### config.mk
export PLATFORM = sky130hd
export DESIGN_NAME = pwr_seq_ctrl
export DESIGN_NICKNAME = d
export VERILOG_FILES = /design/src/rtl/pwr_seq_pkg.sv /design/src/rtl/pwr_wake_det.sv /design/src/rtl/pwr_step_tmr.sv /design/src/rtl/pwr_seq_fsm.sv /design/src/rtl/pwr_seq_ctrl.sv
export SDC_FILE = /design/constraint.sdc
export NUM_CORES = 1
export LEC_CHECK = 0
export BUFFER_PORTS_ARGS = -buffer_cell sky130_fd_sc_hd__buf_2
export CAP_MARGIN = 20
export CELL_PAD_IN_SITES_DETAIL_PLACEMENT = 1
export CELL_PAD_IN_SITES_GLOBAL_PLACEMENT = 2
export CORE_UTILIZATION = 33
export CTS_CLUSTER_SIZE = 10
export DETAILED_ROUTE_END_ITERATION = 7
export HOLD_SLACK_MARGIN = 0.05
export PLACE_DENSITY_LB_ADDON = 0.1
export SYNTH_ARGS = -nofsm -noshare
export SYNTH_HDL_FRONTEND = slang
export SYNTH_SLANG_ARGS = --single-unit
### constraint.sdc
create_clock -name clk -period 2.93 [get_ports clk]
set_input_delay 0.4395 -clock clk [delete_from_list [all_inputs] [get_ports clk]]
set_output_delay 0.4395 -clock clk [all_outputs]
set_load 0.02 [all_outputs]
### src/rtl/pwr_seq_pkg.sv
package pwr_seq_pkg;

  typedef enum logic [3:0] {
    ST_OFF,
    ST_UP_OSC,
    ST_UP_BG,
    ST_UP_CHK,
    ST_UP_CP,
    ST_UP_REG,
    ST_UP_ONOFF,
    ST_UP_RST,
    ST_UP_CLK,
    ST_ON,
    ST_EMG,
    ST_DN_WIN,
    ST_DN_ONOFF,
    ST_DN_REG,
    ST_DN_BG,
    ST_ABORT
  } seq_st_e;

  typedef enum logic [2:0] {
    MODE_OFF  = 3'd0,
    MODE_UP   = 3'd1,
    MODE_ON   = 3'd2,
    MODE_DOWN = 3'd3,
    MODE_EMG  = 3'd4
  } pwr_mode_e;

  typedef struct packed {
    logic osc;
    logic bg;
    logic cp;
    logic reg_on;
    logic dcdc;
    logic on_off;
    logic rst_rel;
    logic clk_en;
  } rail_t;

  // Rail pattern held during each sequencer state
  function automatic rail_t rails_of(seq_st_e s);
    rail_t r;
    r = '0;
    case (s)
      ST_UP_OSC, ST_ABORT, ST_DN_BG: r.osc = 1'b1;
      ST_UP_BG, ST_UP_CHK, ST_DN_REG: begin
        r.osc = 1'b1; r.bg = 1'b1;
      end
      ST_UP_CP: begin
        r.osc = 1'b1; r.bg = 1'b1; r.cp = 1'b1;
      end
      ST_UP_REG: begin
        r = 8'b1111_1000;
      end
      ST_UP_ONOFF: r = 8'b1111_1100;
      ST_UP_RST:   r = 8'b1111_1110;
      ST_UP_CLK, ST_ON, ST_EMG: r = 8'b1111_1111;
      ST_DN_WIN:   r = 8'b1111_0100;
      ST_DN_ONOFF: r = 8'b1111_0000;
      default:     r = '0;
    endcase
    return r;
  endfunction

  function automatic pwr_mode_e mode_of(seq_st_e s, logic emg);
    case (s)
      ST_OFF: return MODE_OFF;
      ST_ON:  return MODE_ON;
      ST_EMG: return MODE_EMG;
      ST_DN_WIN, ST_DN_ONOFF, ST_DN_REG, ST_DN_BG:
        return emg ? MODE_EMG : MODE_DOWN;
      default: return MODE_UP;
    endcase
  endfunction

endpackage

### src/rtl/pwr_wake_det.sv
module pwr_wake_det #(
  parameter int DEB_CYC  = 1_500_000,
  parameter int SYNC_STG = 2
) (
  input  logic clk,
  input  logic rst_n,
  input  logic btn_n,
  input  logic alarm,
  input  logic chg_gt,
  output logic btn_wake,
  output logic alm_wake,
  output logic chg_wake
);
  localparam int DEB_W = $clog2(DEB_CYC + 1);
  localparam logic [2:0] IDLE_V = 3'b001;

  logic [2:0] raw;
  logic [2:0] sync_v;
  logic [2:0] prev_q;
  logic [DEB_W-1:0] low_cnt;

  assign raw = {chg_gt, alarm, btn_n};

  for (genvar i = 0; i < 3; i++) begin : g_sync
    logic [SYNC_STG-1:0] sh;
    always_ff @(posedge clk or negedge rst_n) begin
      if (!rst_n) sh <= {SYNC_STG{IDLE_V[i]}};
      else        sh <= {sh[SYNC_STG-2:0], raw[i]};
    end
    assign sync_v[i] = sh[SYNC_STG-1];
  end

  always_ff @(posedge clk or negedge rst_n) begin
    if (!rst_n) begin
      prev_q  <= IDLE_V;
      low_cnt <= '0;
    end else begin
      prev_q <= sync_v;
      if (sync_v[0])                        low_cnt <= '0;
      else if (low_cnt != DEB_W'(DEB_CYC))  low_cnt <= low_cnt + 1'b1;
    end
  end

  assign btn_wake = !sync_v[0] && (low_cnt == DEB_W'(DEB_CYC - 1));
  assign alm_wake = sync_v[1] && !prev_q[1];
  assign chg_wake = sync_v[2] && !prev_q[2];

endmodule

### src/rtl/pwr_step_tmr.sv
module pwr_step_tmr #(
  parameter int W = 16
) (
  input  logic         clk,
  input  logic         rst_n,
  input  logic         clr,
  input  logic [W-1:0] lim,
  output logic         done
);
  logic [W-1:0] cnt;

  assign done = (cnt >= lim);

  always_ff @(posedge clk or negedge rst_n) begin
    if (!rst_n)     cnt <= '0;
    else if (clr)   cnt <= '0;
    else if (!done) cnt <= cnt + 1'b1;
  end
endmodule

### src/rtl/pwr_seq_fsm.sv
module pwr_seq_fsm
  import pwr_seq_pkg::*;
(
  input  logic    clk,
  input  logic    rst_n,
  input  logic    wake,
  input  logic    bat_ok,
  input  logic    bat_low,
  input  logic    off_req,
  input  logic    tmr_done,
  output seq_st_e st,
  output logic    step_clr,
  output logic    emg,
  output logic    chk_fail
);
  seq_st_e nxt;

  assign chk_fail = (st == ST_UP_CHK) && tmr_done && !bat_ok;
  assign step_clr = (nxt != st);

  always_comb begin
    nxt = st;
    case (st)
      ST_OFF:      if (wake)     nxt = ST_UP_OSC;
      ST_UP_OSC:   if (tmr_done) nxt = ST_UP_BG;
      ST_UP_BG:    if (tmr_done) nxt = ST_UP_CHK;
      ST_UP_CHK:   if (tmr_done) nxt = bat_ok ? ST_UP_CP : ST_ABORT;
      ST_UP_CP:    if (tmr_done) nxt = ST_UP_REG;
      ST_UP_REG:   if (tmr_done) nxt = ST_UP_ONOFF;
      ST_UP_ONOFF: if (tmr_done) nxt = ST_UP_RST;
      ST_UP_RST:   if (tmr_done) nxt = ST_UP_CLK;
      ST_UP_CLK:   if (tmr_done) nxt = ST_ON;
      ST_ON: begin
        if (bat_low)      nxt = ST_EMG;
        else if (off_req) nxt = ST_DN_WIN;
      end
      ST_EMG:      if (tmr_done) nxt = ST_DN_WIN;
      ST_DN_WIN:   if (tmr_done) nxt = ST_DN_ONOFF;
      ST_DN_ONOFF: if (tmr_done) nxt = ST_DN_REG;
      ST_DN_REG:   if (tmr_done) nxt = ST_DN_BG;
      ST_DN_BG:    if (tmr_done) nxt = ST_OFF;
      ST_ABORT:    if (tmr_done) nxt = ST_OFF;
      default:                   nxt = ST_OFF;
    endcase
  end

  always_ff @(posedge clk or negedge rst_n) begin
    if (!rst_n) begin
      st  <= ST_OFF;
      emg <= 1'b0;
    end else begin
      st <= nxt;
      if (nxt == ST_OFF)      emg <= 1'b0;
      else if (nxt == ST_EMG) emg <= 1'b1;
    end
  end
endmodule

### src/rtl/pwr_seq_ctrl.sv
module pwr_seq_ctrl
  import pwr_seq_pkg::*;
#(
  parameter int DLY_W       = 8,
  parameter int TMR_W       = 16,
  parameter int DEB_CYC     = 1_500_000,
  parameter int OFF_WIN_CYC = 7500,
  parameter int SYNC_STG    = 2
) (
  input  logic             clk,
  input  logic             rst_n,
  input  logic             pwr_btn_n,
  input  logic             alarm_in,
  input  logic             chg_above_bat,
  input  logic             bat_above_boot,
  input  logic             bat_below_crit,
  input  logic             off_req,
  input  logic [DLY_W-1:0] cfg_step_dly,
  output logic             osc_en,
  output logic             bandgap_en,
  output logic             chg_pump_en,
  output logic             ldo_en,
  output logic             dcdc_en,
  output logic             on_off,
  output logic             sys_rst_n,
  output logic             fiq_n,
  output logic             clk_main_en,
  output logic [2:0]       pwr_mode
);
  localparam logic [TMR_W-1:0] WIN_LIM = TMR_W'(OFF_WIN_CYC - 1);

  // Named internal events
  logic       btn_wake, alm_wake, chg_wake, wake_any;
  logic       tmr_done, step_clr, emg, chk_fail;
  logic [TMR_W-1:0] tmr_lim;
  seq_st_e    st;
  rail_t      rails;

  pwr_wake_det #(
    .DEB_CYC (DEB_CYC),
    .SYNC_STG(SYNC_STG)
  ) u_wake (
    .clk     (clk),
    .rst_n   (rst_n),
    .btn_n   (pwr_btn_n),
    .alarm   (alarm_in),
    .chg_gt  (chg_above_bat),
    .btn_wake(btn_wake),
    .alm_wake(alm_wake),
    .chg_wake(chg_wake)
  );

  assign wake_any = btn_wake | alm_wake | chg_wake;
  assign tmr_lim  = (st == ST_DN_WIN) ? WIN_LIM : TMR_W'(cfg_step_dly);

  pwr_step_tmr #(.W(TMR_W)) u_tmr (
    .clk  (clk),
    .rst_n(rst_n),
    .clr  (step_clr),
    .lim  (tmr_lim),
    .done (tmr_done)
  );

  pwr_seq_fsm u_fsm (
    .clk     (clk),
    .rst_n   (rst_n),
    .wake    (wake_any),
    .bat_ok  (bat_above_boot),
    .bat_low (bat_below_crit),
    .off_req (off_req),
    .tmr_done(tmr_done),
    .st      (st),
    .step_clr(step_clr),
    .emg     (emg),
    .chk_fail(chk_fail)
  );

  assign rails       = rails_of(st);
  assign osc_en      = rails.osc;
  assign bandgap_en  = rails.bg;
  assign chg_pump_en = rails.cp;
  assign ldo_en      = rails.reg_on;
  assign dcdc_en     = rails.dcdc;
  assign on_off      = rails.on_off;
  assign sys_rst_n   = rails.rst_rel;
  assign clk_main_en = rails.clk_en;
  assign fiq_n       = ~emg;
  assign pwr_mode    = mode_of(st, emg);

endmodule

==> results of run 1 <==
==> path summary, 6_finish.rpt <==
check	start	cells past startpoint	to	slack, ns
max reg2reg	u_fsm.st[2]	13	u_fsm.emg	0.16
min in group clk	pwr_btn_n	1	u_wake.g_sync[0].sh[0]	0.23
min	rst_n	2	u_wake.low_cnt[0]	0.23
max	u_fsm.st[2]	13	u_fsm.emg	0.16
max in group asynchronous	rst_n	2	u_tmr.cnt[1]	2.26
min reg2reg	u_wake.g_sync[0].sh[0]	0	u_wake.g_sync[0].sh[1]	0.37
==> final cells by class <==
type / instances / area, sq um
fill: 1025 / 5021
multi-input combinational: 241 / 1514
sequential: 50 / 1254
timing repair buffer: 42 / 260.3
tap: 105 / 131.4
clock buffer: 6 / 72.57
inverter: 18 / 70.07
clock inverter: 2 / 17.52
==> what timing repair did <==
item	4_1_cts	5_1_grt
gates resized for setup	0	5
gates cloned	0	0
buffers inserted	1	1
endpoints found under the setup margin	16	17
pin swaps	1	2
==> power by group <==
part | internal (uW) | switching (uW)
clock network | 174 | 247
registers | 749 | 49.6
logic | 338 | 558
==> critical path, stage by stage (launching register included) <==
cell and delay, ns:
dfrtp_1 0.39, inv_1 0.07, nand2_1 0.10, nor2_4 0.16
inv_4 0.08, ha_1 0.29, nor2b_1 0.13, nand4_1 0.14
a311o_2 0.38, buf_4 0.15, a31oi_2 0.18, o22ai_2 0.12
o31a_1 0.30, o22a_1 0.19
==> state kept, by name, indices dropped and copies added (netlist names) <==
signal,cells
u_fsm.st,4
u_wake.g_sync.sh,6
u_wake.low_cnt,21
u_tmr.cnt,16
u_wake.prev_q,2
u_fsm.emg,1
==> placed cells by master, fill, tap and decap left out, drive strengths merged, types with 2 or more instances in the layout <==
cell type / instances
a211oi: 3
a21oi: 10
a221oi: 2
a31oi: 3
and3: 8
buf: 42
clkbuf: 6
clkinv: 2
dfrtp: 48
dfstp: 2
ha: 15
inv: 18
nand2: 25
nand3: 17
nand4: 8
nor2: 60
nor2b: 2
nor3: 13
nor3b: 2
nor4b: 2
o21ai: 15
o22ai: 4
xnor2: 15
xor2: 17
==> per-layer routing <==
layer	GRT usage	share of wire
met1	0.2117	0.46
met2	0.3048	0.50
met3	0.02233	0.022
met4	0.04672	0.014
met5	0	0
==> cell families after synthesis <==
logic type / after synthesis / share of synthesized area
buffers and inverters: 31 / 0.04397
adders and majority gates: 15 / 0.06530
xor gates and xnor gates: 32 / 0.09752
DFF: 50 / 0.4362
AOI/OAI and AO/OA: 48 / 0.1106
and+or+nand+nor: 145 / 0.2429
muxes: 1 / 0.003483
==> through the flow <==
step | total power [uW] | util | cells | worst slack, ns
2_1_floorplan | 1382 | - | 322 | 0.02296
4_1_cts | 2144 | 0.3947 | 463 | 0.03510
6_report | 2116 | 0.3980 | 464 | 0.1578
3_3_place_gp | 1661 | 0.3815 | 454 | 0.06360
5_1_grt | 2271 | 0.3980 | 464 | 0.001549
3_5_place_dp | 1667 | 0.3815 | 454 | -0.03819
==> results.cfg, run 1 <==
[outcome]
outcome = finished clean

[synth]
synth_common_cells = 59 x nor2_1, 48 x dfrtp_1, 25 x nand2_1
ys_ff_latch = 50
synth.area.top_cells = dfrtp_1 42%, nor2_1 7.7%, ha_1 6.5%
synth_edf_count = 0
ys_warn_count = 0
synth_top_area_frac = 0.4179
synth.most_common_cell = nor2_1
synth-main-ff-cell = dfrtp_1
synth_top_area_cell = dfrtp_1
async_reset_ff_frac = 1.000
syn-num-nets = 353
syn_avg_cell_area_sq_um = 8.925
synth-seq-area-share = 0.4362
synth_cells = 322
synthDistinctLibCells = 50
syn_area_sq_um = 2874

[sta]
fin_setup_tns_ns = 0
fmax_mhz = 360.7
hold_viol_final = 0
whs_ns = 0.2269
fin_skew_ns = 0.003479
setup_viol = 0
worst_slew_margin_rel = 0.5697
slew_viol_final = 0
period_minus_slack_ns = 2.772
fin_crit_sh = 0.9461
worstMarginPinSlew_ns = 0.6454
rsz0062_at_grt = false

[die]
ios = 28
die_h_microns = 95.32
fp.dieW_microns = 95.32
die_area_sq_um = 9086
start_util = 0.3446
fp-row-count = 33
design.core.area_sq_um = 8341

[cts]
clk_pin_slew_ns = 0.10
cts_tree = built
numCtsBuffers = 5
cts_root_buffer = clkbuf_8
htreeDepth = 2
hold_buffers = 0
worstSkewPairLatency_ns = 0.30
clockBufferDepth = 2
tritoncts_num_sinks = 50

[layout]
diodes = 0
syn_to_final_growth_pct = 15.50
drive_gt1_frac = 0.1755
final_area_sq_um = 3319
layout.nets = 389

[routing]
viasPerCell = 5.147
drc = 0
via_count = 2388
first_pass_iters = 4
wire_per_inst_microns = 15.11
finalWirelength_microns = 7010
postRouteAntennaNets = 0
drtIter0Drc = 59

[critical_path]
end_kind = flip-flop
cp.arrival_ns = 2.97
required_ns = 3.13
path_class = reg -> reg
cp_max_fo = 9
startpoint_type = flip-flop

[grt]
antenna_found_initial = 0
grt_pass1_wl_microns = 11900
grt-ovfl-total = 0
grt_pass1_vias = 2477
track_usage = 0.1697
grt_max_degree = 51

[placed_design]
dp_hpwl_microns = 5235
placed_area_sq_um = 3182
io_buffers = 27
routabilityCongestion = 0.7808

[power_and_ir_drop]
ir_drop_uv = 291.6
pwr_density_cell_nw_per_um2 = 637.4
p_leak_uw = 0.001480

[run]
cap_violations = 0

[min_path]
hp-class = in -> async
Note: power is estimated with default switching activity, not from simulation.
==> run 2: changes to the inputs <==
--- a/config.mk
+++ b/config.mk
@@ -15,2 +15,3 @@
 export HOLD_SLACK_MARGIN = 0.05
+export MAX_ROUTING_LAYER = met4
 export PLACE_DENSITY_LB_ADDON = 0.1
--- a/constraint.sdc
+++ b/constraint.sdc
@@ -3,2 +3,2 @@
 set_output_delay 0.4395 -clock clk [all_outputs]
-set_load 0.02 [all_outputs]
+set_load 0.01 [all_outputs]
==> results.cfg, run 2 (synthesized netlist as in run 1, its figures left out) <==
[outcome]
outcome = finished clean

[layout]
regMostFlops = u_wake.low_cnt
register_area_sq_um = 1254
largest_reg_flops = 21
syn_to_final_growth_pct = 15.50
final_cells = 464
top_regs = u_wake.low_cnt x21, u_tmr.cnt x16, u_wake.g_sync.sh x6
layout.nets = 389
drive_gt1_frac = 0.1755
n_fill_cell = 1025
diodes = 0
multi_input_comb_area_sq_um = 1514
final_util = 0.3980
final_common_cell = nor2_1
final_cell_mix = 58 x nor2_1, 48 x dfrtp_1, 27 x buf_2, 25 x nand2_1, 17 x xor2_1

[routing]
first_pass_iters = 4
drtIter0Drc = 54
finalWirelength_microns = 7022
via_count = 2381
drc = 0
postRouteAntennaNets = 0
viasPerCell = 5.131
wire_per_inst_microns = 15.13

[critical_path]
crit_path_top_delay_cell = dfrtp_1
path_cells = inv_1 -> nand2_1 -> nor2_4 -> inv_4 -> ha_1 -> nor2b_1 -> nand4_1 -> a311o_2 -> buf_4 -> a31oi_2 -> o22ai_2 -> o31a_1 -> o22a_1
r2r-start = u_fsm.st[2]
path_class = reg -> reg
crit_family = compound AO/OA/AOI/OAI gates
cp_max_fo = 9
required_ns = 3.13
end_kind = flip-flop
critical_path.max_stage_delay_ns = 0.39
cp.buffers_inverters = 3
rrSetupSlack_ns = 0.15
rr_worst_depth = 13
cp.arrival_ns = 2.98
r2r-end = u_fsm.emg
startpoint_type = flip-flop

[run]
cap_violations = 0

[die]
die_area_sq_um = 9086
ios = 28
start_util = 0.3446
design.core.area_sq_um = 8341
fp-row-count = 33
die_h_microns = 95.32
fp.dieW_microns = 95.32

[grt]
track_usage = 0.1751
antenna_found_initial = 0
grt_pass1_wl_microns = 11930
grt-ovfl-total = 0
grt_pass1_vias = 2474
grt_max_degree = 51

[power_and_ir_drop]
p_clk_frac = 0.204
p_leak_uw = 0.001480
pwr_density_cell_nw_per_um2 = 620.7
p_switching_uw = 800.1
sw_frac_of_total = 0.3883
cell_internal_pwr_uw = 1260
pwr-share-comb = 0.408
ir_drop_uv = 289.4
seq_power_share = 0.388

[cts]
worstSkewPairLatency_ns = 0.30
cts_tree = built
clk_pin_slew_ns = 0.10
hold_buffers = 0
numCtsBuffers = 5
htreeDepth = 2
cts_root_buffer = clkbuf_8
tritoncts_num_sinks = 50
clockBufferDepth = 2

[sta]
fin_crit_sh = 0.9482
worstMarginPinSlew_ns = 0.6556
slew_viol_final = 0
setup_viol = 0
fmax_mhz = 359.9
rsz0062_at_grt = false
worst_slew_margin_rel = 0.5630
fin_ws_ns = 0.1518
hold_viol_final = 0
fin_setup_tns_ns = 0
period_minus_slack_ns = 2.778
fin_skew_ns = 0.004522

[placed_design]
dp_slack_ns = -0.03819
io_buffers = 27
dp.cells = 454
dp_hpwl_microns = 5235
routabilityCongestion = 0.7916

[min_path]
hp-class = in -> async
## run 2: how the worst max path moves through the flow
stage                                to  cells after the start  slack (ns)         from
after detailed placement  u_tmr.cnt[12]                     12       -0.04  u_fsm.st[2]
after global placement     u_tmr.cnt[7]                     12        0.06  u_fsm.st[2]
final                         u_fsm.emg                     13        0.15  u_fsm.st[2]
after floorplan           u_tmr.cnt[13]                     14        0.02  u_fsm.st[2]
after CTS                  u_tmr.cnt[1]                     14        0.04  u_fsm.st[2]
after global routing          u_fsm.emg                     13       0.002  u_fsm.st[2]
## run 2: per-layer routing
layer / part of all wire / vias up / global-route usage
li1: - / 1181 / -
met1: 0.46 / 1168 / 0.2142
met2: 0.50 / 26 / 0.3030
met4: 0.013 / 0 / 0.04672
met3: 0.019 / 6 / 0.02233
met5: 0 / - / -
## run 2: power groups by stage
stage          Combinational, uW  Sequential (uW)  Clock [uW]
3_3_place_gp                 794              813           0
5_1_grt                      945              811         461
3_5_place_dp                 798              814           0
2_1_floorplan                529              799           0
6_report                     841              799         420
4_1_cts                      845              800         444
## run 2: per-stage QoR
step           area [sq um]  hold WS [ns]  total power [uW]
6_report               3319        0.2212              2060
2_1_floorplan          2877        0.1439              1328
3_5_place_dp           3182        0.3463              1612
4_1_cts                3292        0.2143              2089
3_3_place_gp           3182        0.3459              1606
5_1_grt                3319        0.2082              2218
## run 2: timing repair
action / in CTS / in global routing
pin swaps: 1 / 2
gates resized for setup: 0 / 5
setup endpoints to repair: 16 / 17
setup buffers: 1 / 1
## run 2: final cells by class
cell class | count | share of cell area
Clock buffer | 6 | 0.02186
Clock inverter | 2 | 0.005277
Inverter | 18 | 0.02111
Multi-Input combinational cell | 241 | 0.4561
Sequential cell | 50 | 0.3777
Tap cell | 105 | 0.03958
Timing Repair Buffer | 42 | 0.07840
## run 2: worst reg2reg max path: stages (launching register included)
cell,delay [ns]
dfrtp_1,0.39
inv_1,0.07
nand2_1,0.10
nor2_4,0.16
inv_4,0.08
ha_1,0.29
nor2b_1,0.13
nand4_1,0.14
a311o_2,0.38
buf_4,0.16
a31oi_2,0.18
o22ai_2,0.12
o31a_1,0.30
o22a_1,0.19
==> run 3: changes to the inputs <==
- PLACE_DENSITY: not set -> 0.82
- PLACE_DENSITY_LB_ADDON: 0.1 -> not set
==> results.cfg, run 3 (synthesized netlist as in run 1, its figures left out) <==
[critical_path]
rrSetupSlack_ns = 0.12
cp.arrival_ns = 3.01
crit_family = compound AO/OA/AOI/OAI gates
required_ns = 3.13
r2r-start = u_fsm.st[2]
cp.buffers_inverters = 3
r2r-end = u_tmr.cnt[12]
path_cells = inv_1 -> nand2_1 -> nor2_4 -> buf_4 -> nor2_1 -> ha_1 -> and3_1 -> o21ai_0 -> a311o_2 -> and3_4 -> a221oi_2 -> a221o_2 -> buf_12 -> nor2_1
critical_path.max_stage_delay_ns = 0.45
end_kind = flip-flop
path_class = reg -> reg
crit_path_top_delay_cell = a311o_2
cp_max_fo = 16
startpoint_type = flip-flop
rr_worst_depth = 14
crit_top_cell = nor2_1

[placed_design]
placed_area_sq_um = 3182
dp.cells = 454
routabilityCongestion = 0.8118
dp_hpwl_microns = 5261
io_buffers = 27

[die]
ios = 28
design.core.area_sq_um = 8341
die_h_microns = 95.32
fp-row-count = 33
start_util = 0.3446
die_area_sq_um = 9086
fp.dieW_microns = 95.32

[grt]
grt_pass1_vias = 2408
antenna_found_initial = 0
track_usage = 0.1741
grt-ovfl-total = 0
grt_max_degree = 51
grt_pass1_wl_microns = 11920

[min_path]
hold_end = u_wake.g_sync[0].sh[0]
hp-class = in -> reg
hp-start = pwr_btn_n
hold_path_depth = 1

[cts]
hold_buffers = 0
numCtsBuffers = 5
cts_tree = built
clk_pin_slew_ns = 0.10
worstSkewPairLatency_ns = 0.31
htreeDepth = 2
tritoncts_num_sinks = 50
cts_root_buffer = clkbuf_8
clockBufferDepth = 2

[layout]
layout.nets = 389
n_fill_cell = 999
syn_to_final_growth_pct = 15.15
final_common_cell = nor2_1
final_util = 0.3968
regMostFlops = u_wake.low_cnt
final_cell_mix = 58 x nor2_1, 48 x dfrtp_1, 27 x buf_2, 25 x nand2_1, 17 x xor2_1
largest_reg_flops = 21
drive_gt1_frac = 0.1755
top_regs = u_wake.low_cnt x21, u_tmr.cnt x16, u_wake.g_sync.sh x6
final_cells = 464
final_area_sq_um = 3309
diodes = 0

[sta]
fmax_mhz = 356.0
whs_ns = 0.2139
fin_crit_sh = 0.9588
slew_viol_final = 0
fin_skew_ns = 0.006435
worstMarginPinSlew_ns = 0.6531
setup_viol = 0
period_minus_slack_ns = 2.809
worst_slew_margin_rel = 0.5646
hold_viol_final = 0

[outcome]
outcome = finished clean

[routing]
drc = 0
drtIter0Drc = 100
wire_per_inst_microns = 15.38
viasPerCell = 5.157
finalWirelength_microns = 7136
via_count = 2393
postRouteAntennaNets = 0
first_pass_iters = 4

[power_and_ir_drop]
p_leak_uw = 0.001482
pwr_density_cell_nw_per_um2 = 623.2
ir_drop_uv = 252.1
total_power_uw = 2062

[run]
cap_violations = 0
## run 3: layout make-up
class | count | area (sq um) | share of cell area
multi-input cells | 241 | 1504 | 0.4544
flip-flops and latches | 50 | 1254 | 0.3788
repair buffers | 42 | 260.3 | 0.07864
well taps | 105 | 131.4 | 0.03970
inverters | 18 | 70.07 | 0.02117
clock buffers | 5 | 68.82 | 0.02079
clock inverters | 3 | 21.27 | 0.006427
## run 3: timing repair
action	in CTS	in global routing
pin swaps	1	6
buffers inserted	1	1
endpoints found under the hold margin	0	0
setup endpoints to repair	14	17
gates resized for setup	0	3
## run 3: worst max-delay path by stage
stage | start | endpoint | slack (ns) | cells past startpoint
6_report | u_fsm.st[2] | u_tmr.cnt[12] | 0.12 | 14
5_1_grt | u_fsm.st[2] | u_tmr.cnt[11] | -0.0003 | 14
4_1_cts | u_fsm.st[2] | u_tmr.cnt[4] | 0.08 | 14
3_5_place_dp | u_fsm.st[2] | u_tmr.cnt[4] | -0.01 | 12
3_3_place_gp | u_fsm.st[2] | u_tmr.cnt[7] | 0.11 | 12
2_1_floorplan | u_fsm.st[2] | u_tmr.cnt[13] | 0.02 | 14
## run 3: worst register-to-register path: cells and delay by family, from the launching register on
kind,cells,cell delay [ns]
AO/OA/AOI/OAI,4,1.02
AND/OR/NAND/NOR,6,0.68
flip-flops,1,0.39
buffers and inverters,3,0.35
adder cells (fa/ha/maj),1,0.27
## run 3: where the power goes
| group | leakage, uW | internal, uW | switching [uW] |
|---|---|---|---|
| Sequential | 0.000659 | 749 | 55.8 |
| Combinational | 0.000779 | 337 | 502 |
| Clock | 0.0000441 | 168 | 250 |
| Total | 0.00148 | 1250 | 808 |
## run 3: routing by layer
| metal | up-vias | wire (microns) | GRT usage |
|---|---|---|---|
| met2 | 39 | 3256 | 0.2696 |
| li1 | 1179 | - | - |
| met3 | 5 | 220 | 0.02871 |
| met4 | 0 | 46 | 0.04167 |
| met5 | - | 0 | - |
| met1 | 1170 | 3613 | 0.2376 |
## run 3: per-stage QoR
| stage | setup slack, ns | setup TNS [ns] |
|---|---|---|
| after floorplan | 0.02296 | 0 |
| after global placement | 0.1069 | 0 |
| after detailed placement | -0.01346 | -0.07451 |
| after CTS | 0.07857 | 0 |
| after global routing | -0.0002824 | -0.0002824 |
| final | 0.1208 | 0 |
